$ cat src/rtl/irq_pkg.sv
package irq_pkg;

    localparam int MODE_BITS = 3;
    localparam int QUAL_BITS = 2;

    typedef enum logic [MODE_BITS-1:0] {
        CAP_LEVEL   = 3'd0,
        CAP_FIRST   = 3'd1,
        CAP_RISE_ST = 3'd2,
        CAP_FALL_ST = 3'd3,
        CAP_BOTH_ST = 3'd4,
        CAP_RISE_PL = 3'd5,
        CAP_FALL_PL = 3'd6,
        CAP_BOTH_PL = 3'd7
    } capture_mode_e;

    typedef enum logic [QUAL_BITS-1:0] {
        QUAL_NONE = 2'd0,
        QUAL_EN   = 2'd1,
        QUAL_MASK = 2'd2,
        QUAL_RSVD = 2'd3
    } qual_kind_e;

    function automatic bit is_edge_mode(capture_mode_e m);
        return m >= CAP_RISE_ST;
    endfunction

    function automatic bit is_pulse_mode(capture_mode_e m);
        return m >= CAP_RISE_PL;
    endfunction

    function automatic bit is_accum_mode(capture_mode_e m);
        return (m == CAP_LEVEL) || (is_edge_mode(m) && !is_pulse_mode(m));
    endfunction

endpackage

$ cat src/rtl/irq_field.sv
module irq_field import irq_pkg::*; #(
    parameter int            WIDTH = 4,
    parameter capture_mode_e MODE  = CAP_LEVEL
) (
    input  logic             clk,
    input  logic             rst,
    input  logic [WIDTH-1:0] hw_in,
    input  logic             hw_clr,
    input  logic [WIDTH-1:0] sw_clr,
    output logic [WIDTH-1:0] value
);

    logic [WIDTH-1:0] in_q;
    logic [WIDTH-1:0] evt;
    logic [WIDTH-1:0] base;
    logic [WIDTH-1:0] nxt;

    generate
        if (is_edge_mode(MODE)) begin : g_edge
            always_ff @(posedge clk) begin
                if (rst) in_q <= '0;
                else     in_q <= hw_in;
            end
        end else begin : g_level
            assign in_q = '0;
        end
    endgenerate

    always_comb begin
        unique case (MODE)
            CAP_RISE_ST, CAP_RISE_PL: evt = ~in_q & hw_in;
            CAP_FALL_ST, CAP_FALL_PL: evt = in_q & ~hw_in;
            default:                  evt = in_q ^ hw_in;
        endcase
    end

    always_comb begin
        base = value & ~sw_clr;
        unique case (MODE)
            CAP_LEVEL:   nxt = base | hw_in;
            CAP_FIRST:   nxt = ((base == '0) && (hw_in != '0)) ? hw_in : base;
            CAP_RISE_ST,
            CAP_FALL_ST,
            CAP_BOTH_ST: nxt = base | evt;
            default:     nxt = evt;
        endcase
        if (hw_clr) nxt = '0;
    end

    always_ff @(posedge clk) begin
        if (rst) value <= '0;
        else     value <= nxt;
    end

    p_hwclr_wins_r7: assert property (@(posedge clk) disable iff (rst)
        hw_clr |=> (value == '0));

    generate
        if (MODE == CAP_FIRST) begin : g_chk_first
            p_first_hold_r3: assert property (@(posedge clk) disable iff (rst)
                (!hw_clr && sw_clr == '0 && value != '0) |=> $stable(value));
        end
        if (is_accum_mode(MODE)) begin : g_chk_accum
            p_accum_keep_r5: assert property (@(posedge clk) disable iff (rst)
                (!hw_clr && sw_clr == '0) |=> ((value & $past(value)) == $past(value)));
        end
        if (is_pulse_mode(MODE) && MODE == CAP_RISE_PL) begin : g_chk_rise
            p_pulse_rise_r6: assert property (@(posedge clk) disable iff (rst)
                !hw_clr |=> (value == (~$past(in_q) & $past(hw_in))));
        end
        if (MODE == CAP_BOTH_PL) begin : g_chk_both
            p_pulse_both_r6: assert property (@(posedge clk) disable iff (rst)
                !hw_clr |=> (value == ($past(in_q) ^ $past(hw_in))));
        end
    endgenerate

endmodule

$ cat src/rtl/irq_reduce.sv
module irq_reduce import irq_pkg::*; #(
    parameter int                                NUM   = 8,
    parameter int                                WIDTH = 4,
    parameter logic [NUM*QUAL_BITS-1:0]          QUALS = '0
) (
    input  logic [NUM*WIDTH-1:0] fields,
    input  logic [NUM*WIDTH-1:0] en,
    input  logic [NUM*WIDTH-1:0] mask,
    output logic                 line
);

    logic [NUM-1:0] contrib;

    for (genvar i = 0; i < NUM; i++) begin : g_fld
        localparam qual_kind_e Q = qual_kind_e'(QUALS[i*QUAL_BITS +: QUAL_BITS]);
        always_comb begin
            unique case (Q)
                QUAL_EN:   contrib[i] = |(fields[i*WIDTH +: WIDTH] & en[i*WIDTH +: WIDTH]);
                QUAL_MASK: contrib[i] = |(fields[i*WIDTH +: WIDTH] & ~mask[i*WIDTH +: WIDTH]);
                default:   contrib[i] = |fields[i*WIDTH +: WIDTH];
            endcase
        end
    end

    assign line = |contrib;

endmodule

$ cat src/rtl/irq_status_reg.sv
module irq_status_reg import irq_pkg::*; #(
    parameter int                                 NUM_FIELDS  = 8,
    parameter int                                 FIELD_W     = 4,
    parameter logic [NUM_FIELDS*MODE_BITS-1:0]    FIELD_MODES = 24'hFAC688,
    parameter logic [NUM_FIELDS*QUAL_BITS-1:0]    INTR_QUAL   = 16'h4924,
    parameter logic [NUM_FIELDS*QUAL_BITS-1:0]    HALT_QUAL   = 16'h9249
) (
    input  logic                          clk,
    input  logic                          rst,
    input  logic [NUM_FIELDS*FIELD_W-1:0] hw_in,
    input  logic [NUM_FIELDS-1:0]         hw_clr,
    input  logic [NUM_FIELDS*FIELD_W-1:0] sw_clr,
    input  logic [NUM_FIELDS*FIELD_W-1:0] intr_en,
    input  logic [NUM_FIELDS*FIELD_W-1:0] intr_mask,
    input  logic [NUM_FIELDS*FIELD_W-1:0] halt_en,
    input  logic [NUM_FIELDS*FIELD_W-1:0] halt_mask,
    output logic [NUM_FIELDS*FIELD_W-1:0] field_q,
    output logic                          irq,
    output logic                          halt
);

    localparam int VEC_W = NUM_FIELDS * FIELD_W;

    for (genvar i = 0; i < NUM_FIELDS; i++) begin : g_field
        localparam capture_mode_e M = capture_mode_e'(FIELD_MODES[i*MODE_BITS +: MODE_BITS]);
        irq_field #(
            .WIDTH (FIELD_W),
            .MODE  (M)
        ) u_field (
            .clk    (clk),
            .rst    (rst),
            .hw_in  (hw_in[i*FIELD_W +: FIELD_W]),
            .hw_clr (hw_clr[i]),
            .sw_clr (sw_clr[i*FIELD_W +: FIELD_W]),
            .value  (field_q[i*FIELD_W +: FIELD_W])
        );
    end

    irq_reduce #(
        .NUM   (NUM_FIELDS),
        .WIDTH (FIELD_W),
        .QUALS (INTR_QUAL)
    ) u_irq_or (
        .fields (field_q),
        .en     (intr_en),
        .mask   (intr_mask),
        .line   (irq)
    );

    irq_reduce #(
        .NUM   (NUM_FIELDS),
        .WIDTH (FIELD_W),
        .QUALS (HALT_QUAL)
    ) u_halt_or (
        .fields (field_q),
        .en     (halt_en),
        .mask   (halt_mask),
        .line   (halt)
    );

    p_irq_idle_r9: assert property (@(posedge clk) disable iff (rst)
        (field_q == '0) |-> !irq);

    p_halt_idle_r10: assert property (@(posedge clk) disable iff (rst)
        (field_q == '0) |-> !halt);

    p_reset_clear_r1: assert property (@(posedge clk) disable iff (rst)
        $fell(rst) |-> (field_q == {VEC_W{1'b0}}));

endmodule

$ cat config.mk
export PLATFORM = sky130hd
export DESIGN_NAME = irq_status_reg
export DESIGN_NICKNAME = d
export VERILOG_FILES = /design/src/rtl/irq_pkg.sv /design/src/rtl/irq_field.sv /design/src/rtl/irq_reduce.sv /design/src/rtl/irq_status_reg.sv
export SDC_FILE = /design/constraint.sdc
export NUM_CORES = 1
export LEC_CHECK = 0
export BUFFER_PORTS_ARGS = -buffer_cell sky130_fd_sc_hd__buf_2
export CAP_MARGIN = 20
export CORE_AREA = 2 2 92 94
export DETAILED_ROUTE_END_ITERATION = 8
export DIE_AREA = 0 0 94 96
export HOLD_SLACK_MARGIN = 0.1
export PLACE_DENSITY = 0.67
export SLEW_MARGIN = 20
export SYNTH_ARGS = -nofsm -noshare
export SYNTH_HDL_FRONTEND = slang
export SYNTH_HIERARCHICAL = 1
export SYNTH_SLANG_ARGS = --single-unit
$ cat constraint.sdc
create_clock -name clk -period 1.86 [get_ports clk]
set_clock_uncertainty 0.1 [all_clocks]
set_input_delay 0.186 -clock clk [delete_from_list [all_inputs] [get_ports clk]]
set_output_delay 0.186 -clock clk [all_outputs]
set_load 0.02 [all_outputs]
==> reports/metrics.csv, run 1 <==
stage,metric,value,unit
critical_path,cells on worst reg2reg path,5,
critical_path,crit path max fanout,3,
outcome,failing checks,negative setup slack,
global_routing,GR Util met1,22.1,%
place,Setup WS pre-CTS,0.0124,ns
yosys,Seq cells post-synth,56,
finish,layout cells sized above 1,50.1,%
floorplanning,Site Rows,33,
critical_path,Setup crit start kind,register,
sta,number of max-slew violations in the final report,0,
global_routing,met3 usage,3.45,%
sta,post-route setup TNS,-0.484,ns
finish,ant diodes,0,
place,placed cells,475,
finish,Fillers,748,
sta,maximum clock rate,467,MHz
pwr,worst vdd ir,0.311,mV
floorplanning,Die Wd,94,um
place,Placer Congestion,0.783,
global_routing,initial antenna violation count,0,
critical_path,Reg-to-Reg End,g_field[1].u_field/value[1],
cts,CTS Buffer Depth,2,
floorplanning,Die Ht,96,um
yosys,Unique masters post-synth,23,
sta,fin crit period,2.14,ns
yosys,cell taking the most area after synthesis,dfxtp_1,
critical_path,crit path kind,reg -> out,
sta,relative slew slack,58.4,%
sta,worst-margin pin slew,0.624,ns
yosys,Netlist Area Pre-Place,0.00227,mm^2
pwr,Pwr Density,603,mW/mm^2
floorplanning,Die ar.,0.00902,mm^2
sta,worst setup margin,-0.279,ns
finish,fin cells,556,
yosys,"Seq/Total Area, Yosys",49.3,%
critical_path,r2r startpoint,g_field[1].u_field/value[3],
place,DP HPWL,5.89,mm
global_routing,total global-route track usage,17.8,%
cts,clock sinks,56,
routing,final WL,8.00,mm
pwr,total power,2.47,mW
routing,WL/cell,14.4,um
critical_path,flop2flop setup slack,0.29,ns
cts,CTS tree,built,
global_routing,first-pass GRT wire length,12.2,mm
critical_path,Worst EP required,1.57,ns
floorplanning,Initial Util,28.2,%
finish,Final Util,50.9,%
critical_path,critical path launch point,g_field[5].u_field/value[0],
routing,DR iter-0 viols,53,
yosys,top cell type's share of synthesized area,49.3,%
min_path,WHS Path Cells,2,
finish,area grow syn2layout,80.3,%
outcome,status,finished with violations,
sta,Fin. Hold Viols,0,
min_path,Worst Hold Class,in -> reg,
yosys,top post-synthesis cells by area,"dfxtp_1 (49%), and2b_2 (7.3%), nand2b_1 (6.6%)",
yosys,"Avg Cell Area, Syn",10.4,um^2
sta,Setup Viol. Count Final,2,
run,max-cap check violation count,0,
cts,Worst-Skew Late Latency,0.30,ns
global_routing,grt met2 use,31.7,%
sta,Final Cycle Share,115,%
global_routing,most used routing layer,met2,
yosys,Post-Synthesis Cells,218,
finish,fin nets,653,
routing,residual DRC count,0,
cts,CTS buffer count,5,
yosys,YS warnings,6,
min_path,Worst Hold Path EP,g_field[7].u_field/in_q[1],
min_path,Min-Delay Startpoint,rst,
sta,RSZ-0062 raised after global routing,true,
global_routing,largest net degree at the start of global routing,35,
cts,Clock transition at path regs,0.09,ns
routing,DR vias,2436,
cts,H-tree Lvls,2,
global_routing,total gr overflow,0,
critical_path,CP arrival,1.85,ns
place,input/output buffers,139,
critical_path,Setup crit end kind,primary output,
cts,Clock Root Buffer,clkbuf_8,
routing,via/cell ratio,4.38,
pwr,total leakage power,1.97,nW
floorplanning,# IOs,236,
floorplanning,core area,0.00805,mm^2
global_routing,vias in the first global route,2566,
yosys,syn_nets,420,
routing,1st-pass router iterations,4,
routing,Final ANT Viol Nets,0,
stage by stage:
step | hold WS (ns) | area, um^2
final | 0.294 | 4100
after global routing | 0.309 | 4100
after CTS | 0.287 | 4030
after detailed placement | 0.268 | 3200
after global placement | 0.268 | 3200
after floorplan | 0.152 | 2270
area by class of cell:
type | count | area [um^2] | share of cell area, %
timing repair buffer | 226 | 1540 | 37.5
multi-input combinational | 140 | 1130 | 27.6
clock inverter | 2 | 12.5 | 0.305
sequential | 56 | 1140 | 27.7
inverter | 22 | 82.6 | 2.02
tap | 105 | 131 | 3.21
clock buffer | 5 | 68.8 | 1.68
cell usage after synthesis (all sizes together):
library cell  count
a21oi            22
a221o             2
a22oi            16
and2b            19
dfxtp            56
inv              22
nand2             2
nand2b           28
nand3             1
nand4             9
nor2b             7
nor3              4
nor4              5
nor4b             8
o21ai             2
or2               5
or4               2
xnor2             8
metal layers:
layer / vias up / part of all wire [%]
met5: - / 0
met4: 0 / 1.3
met3: 8 / 4.7
met2: 81 / 51
met1: 1124 / 43
li1: 1223 / -
cell usage in the layout, fill, tap and decap left out, drive strengths merged, types with 2 or more instances in the layout:
| cell | synthesis | layout |
|---|---|---|
| clkbuf | 0 | 5 |
| nor4b | 8 | 8 |
| xnor2 | 8 | 8 |
| nor4 | 5 | 5 |
| a22oi | 16 | 16 |
| a21oi | 22 | 22 |
| dfxtp | 56 | 56 |
| or2 | 5 | 5 |
| buf | 0 | 154 |
| nand2 | 2 | 2 |
| nand4 | 9 | 9 |
| or4 | 2 | 2 |
| nand2b | 28 | 28 |
| dlygate4sd3 | 0 | 72 |
| o21ai | 2 | 2 |
| nor3 | 4 | 4 |
| inv | 22 | 22 |
| a221o | 2 | 2 |
| and2b | 19 | 19 |
| nor2b | 7 | 7 |
how the worst max path moves through the flow:
| stage | to | cells after the start |
|---|---|---|
| after floorplan | irq | 3 |
| after global placement | irq | 4 |
| after detailed placement | halt | 5 |
| after CTS | halt | 5 |
| after global routing | halt | 4 |
| final | halt | 4 |
where the power goes:
part	leakage [nW]	switching, mW	internal (mW)
logic	1.46	0.218	0.319
registers	0.466	0.0432	1.25
clock network	0.0400	0.382	0.256
critical path, stage by stage (launching register included):
cell	delay [ns]
dfxtp_1	0.34
nor4_1	0.34
nand4_1	0.21
or4_1	0.49
buf_2	0.17
logic make-up (layout without fill, tap and decap cells):
group / after synthesis / in the layout / share of synthesized area [%]
compound gates: 42 / 42 / 14.1
xor+xnor: 8 / 8 / 3.08
buf+inv: 22 / 255 / 3.63
flops: 56 / 56 / 49.3
simple gates: 90 / 90 / 29.8
sequential cells by signal (all words and copies together), names as in the netlist:
signal	flops
g_field.u_field/value	32
g_field.u_field/in_q	24
timing repair:
action,CTS,global route
hold buffers,72,0
gates cloned,0,0
resized for setup,9,13
endpoints found under the hold margin,56,0
pin swaps,5,5
endpoints found under the setup margin,2,2
setup buffers,1,1
Note: power is estimated with default switching activity, not from simulation.
==> run 2, diff against run 1 <==
--- a/constraint.sdc
+++ b/constraint.sdc
@@ -4,2 +4,2 @@
 set_output_delay 0.186 -clock clk [all_outputs]
-set_load 0.02 [all_outputs]
+set_load 0.01 [all_outputs]
==> run 2 against run 1 <==
Against the previous run:
- the flow still finishes with violations (negative setup slack)
- routed wire length decreased by 3.1%
- sequential cell count unchanged
- sequential share of layout area is essentially flat
- highest routed layer unchanged
- setup slack gained 0.023 ns
- fmax up 1.1%
- count of clock-buffer cells in the layout up 1
- register-to-register slack better by 0.02 ns
- critical endpoint unchanged
- die area unchanged
- total power is 1.0% higher
- combinational power is 6.0% lower
==> reports/metrics.csv, run 2 (synthesis gave the netlist of run 1 again) <==
stage,metric,value,unit,change
critical_path,crit-path cells,nor4_4 > buf_4 > nand4_1 > or4_1 > buf_2,,
routing,via/cell ratio,4.37,,-0.16%
floorplanning,Die ar.,0.00902,mm^2,unchanged
critical_path,Max stage delay on crit path,0.48,ns,about the same
floorplanning,# IOs,236,,unchanged
pwr,Pwr Density,610,mW/mm^2,+1.1%
critical_path,Buf/Inv on CP,2,,+1
critical_path,CP arrival,1.83,ns,-0.02 ns
critical_path,flop2flop setup slack,0.31,ns,+0.02 ns
cts,Clock Root Buffer,clkbuf_8,,
finish,most frequent cells in the layout,"buf_2 (138), dlygate4sd3_1 (72), dfxtp_1 (48)",,
critical_path,crit path kind,reg -> out,,
finish,max reg flops,32,,unchanged
global_routing,total global-route track usage,17.3,%,-0.51 points
min_path,Worst Hold Path EP,g_field[7].u_field/in_q[1],,
place,area post-placement,0.00318,mm^2,-0.47%
floorplanning,Die Ht,96,um,unchanged
cts,Clock transition at path regs,0.10,ns,about the same
outcome,failing checks,negative setup slack,,
routing,1st-pass router iterations,4,,unchanged
routing,residual DRC count,0,,unchanged
sta,worst setup margin,-0.256,ns,+0.0227 ns
finish,layout cells sized above 1,49.7,%,-0.44 points
cts,CTS tree,built,,
place,placed cells,473,,-0.42%
outcome,status,finished with violations,,
sta,number of max-slew violations in the final report,0,,unchanged
sta,Setup Viol. Count Final,2,,unchanged
min_path,WHS Path Cells,2,,unchanged
run,max-cap check violation count,0,,unchanged
sta,fin crit period,2.12,ns,-0.0227 ns
critical_path,cells on worst reg2reg path,5,,unchanged
cts,Worst-Skew Late Latency,0.30,ns,about the same
global_routing,first-pass GRT wire length,11.8,mm,-3.3%
routing,DR vias,2432,,-0.16%
critical_path,Reg-to-Reg End,g_field[1].u_field/value[1],,
cts,CTS buffer count,5,,unchanged
finish,Final Util,50.8,%,about the same
sta,worst-margin pin slew,0.617,ns,-0.00749 ns
pwr,worst vdd ir,0.300,mV,-3.5%
critical_path,CP max stage cell,or4_1,,
global_routing,initial antenna violation count,0,,unchanged
sta,relative slew slack,58.9,%,+0.50 points
floorplanning,core area,0.00805,mm^2,unchanged
critical_path,Setup crit start kind,register,,
finish,area grow syn2layout,80.1,%,about the same
cts,CTS Buffer Depth,2,,unchanged
critical_path,Worst EP required,1.57,ns,about the same
min_path,Worst Hold Class,in -> reg,,
floorplanning,Initial Util,28.2,%,unchanged
finish,"leading cell type in the layout, fill and taps excluded",buf_2,,
critical_path,r2r startpoint,g_field[1].u_field/value[3],,
critical_path,Crit path max-delay family,simple AND/OR/NAND/NOR gates,,
critical_path,crit path max fanout,2,,-1
pwr,total leakage power,1.96,nW,-0.15%
routing,WL/cell,13.9,um,-3.1%
floorplanning,Die Wd,94,um,unchanged
critical_path,Setup crit end kind,primary output,,
finish,fin nets,652,,-0.15%
finish,Top reg by flops,g_field.u_field/value,,
finish,ant diodes,0,,unchanged
place,Setup WS pre-CTS,-0.0111,ns,-0.0235 ns
cts,H-tree Lvls,2,,unchanged
floorplanning,Site Rows,33,,unchanged
place,DP HPWL,5.93,mm,+0.77%
finish,fin cells,556,,unchanged
place,Placer Congestion,0.779,,-0.46%
sta,maximum clock rate,472,MHz,+1.1%
routing,DR iter-0 viols,80,,+51%
global_routing,vias in the first global route,2487,,-3.1%
finish,post-route cell area,0.00409,mm^2,about the same
sta,RSZ-0062 raised after global routing,true,,
global_routing,largest net degree at the start of global routing,35,,unchanged
sta,Fin. Hold Viols,0,,unchanged
min_path,Min-Delay Startpoint,rst,,
finish,biggest regs,"g_field.u_field/value: 32 flops, g_field.u_field/in_q: 24 flops",,
cts,clock sinks,56,,unchanged
pwr,total power,2.50,mW,+1.0%
global_routing,total gr overflow,0,,unchanged
sta,Final Cycle Share,114,%,-1.2 points
place,input/output buffers,139,,unchanged
routing,Final ANT Viol Nets,0,,unchanged
routing,final WL,7.75,mm,-3.1%
[run 2: cell types whose count changed in the layout (fill, tap and decap cells not counted)]
| cell | before | now |
|---|---|---|
| a22oi_1 | 12 | 14 |
| a22oi_2 | 4 | 2 |
| buf_4 | 15 | 14 |
| clkbuf_8 | 5 | 6 |
| clkinv_2 | 1 | 0 |
| clkinvlp_4 | 1 | 2 |
| dfxtp_2 | 6 | 7 |
| dfxtp_4 | 2 | 1 |
[run 2: metal layers]
layer | vias up | GRT usage [%] | share of wire (%) | wire length [um]
met2 | 87 | 30.4 | 49 | 3830
met1 | 1123 | 21.9 | 45 | 3450
met3 | 7 | 3.29 | 5.0 | 385
met4 | 0 | 4.71 | 1.1 | 83
li1 | 1215 | - | - | -
met5 | - | 0 | 0 | 0
[run 2: what timing repair did]
| item | 4_1_cts | 5_1_grt |
|---|---|---|
| hold endpoints to repair | 56 | 0 |
| gates resized for setup | 14 | 5 |
| hold buffers | 72 | 0 |
| buffers inserted | 3 | 0 |
| pin swaps | 6 | 2 |
| endpoints found under the setup margin | 2 | 2 |
[run 2: final cells by class]
cell class | instances | area (um^2)
clock buffers | 6 | 82.6
multi-input cells | 140 | 1120
clock inverters | 2 | 15.0
fillers | 754 | 3960
inverters | 22 | 82.6
repair buffers | 225 | 1530
flip-flops and latches | 56 | 1130
well taps | 105 | 131
[run 2: worst max-delay path by stage]
stage / start / to / slack (ns) / cells past startpoint
finish: g_field[2].u_field/value[2] / halt / -0.26 / 5
global route: g_field[2].u_field/value[2] / halt / -0.35 / 5
CTS: g_field[2].u_field/value[2] / halt / -0.31 / 5
detailed placement: g_field[2].u_field/value[1] / halt / -0.01 / 5
global placement: g_field[0].u_field/value[1] / irq / 0.06 / 4
floorplan: g_field[0].u_field/value[1] / irq / 0.31 / 3
[run 2: per-stage QoR]
stage	setup TNS, ns	hold slack, ns
after CTS	-0.539	0.279
after global routing	-0.617	0.305
final	-0.438	0.282
after floorplan	0	0.152
after detailed placement	-0.0111	0.268
after global placement	0	0.268
[run 2: worst reg2reg max path, cell delays in order (launching register included)]
cell,delay [ns]
dfxtp_1,0.34
buf_4,0.15
nand2b_2,0.09
nand4_1,0.11
a21oi_1,0.15
dlygate4sd3_1,0.56
[run 2: power by group]
group          switching (mW)  internal [mW]  total [mW]
registers              0.0430           1.25        1.30
clock network           0.392          0.302       0.694
logic                   0.188          0.318       0.505
total                   0.623           1.87        2.50
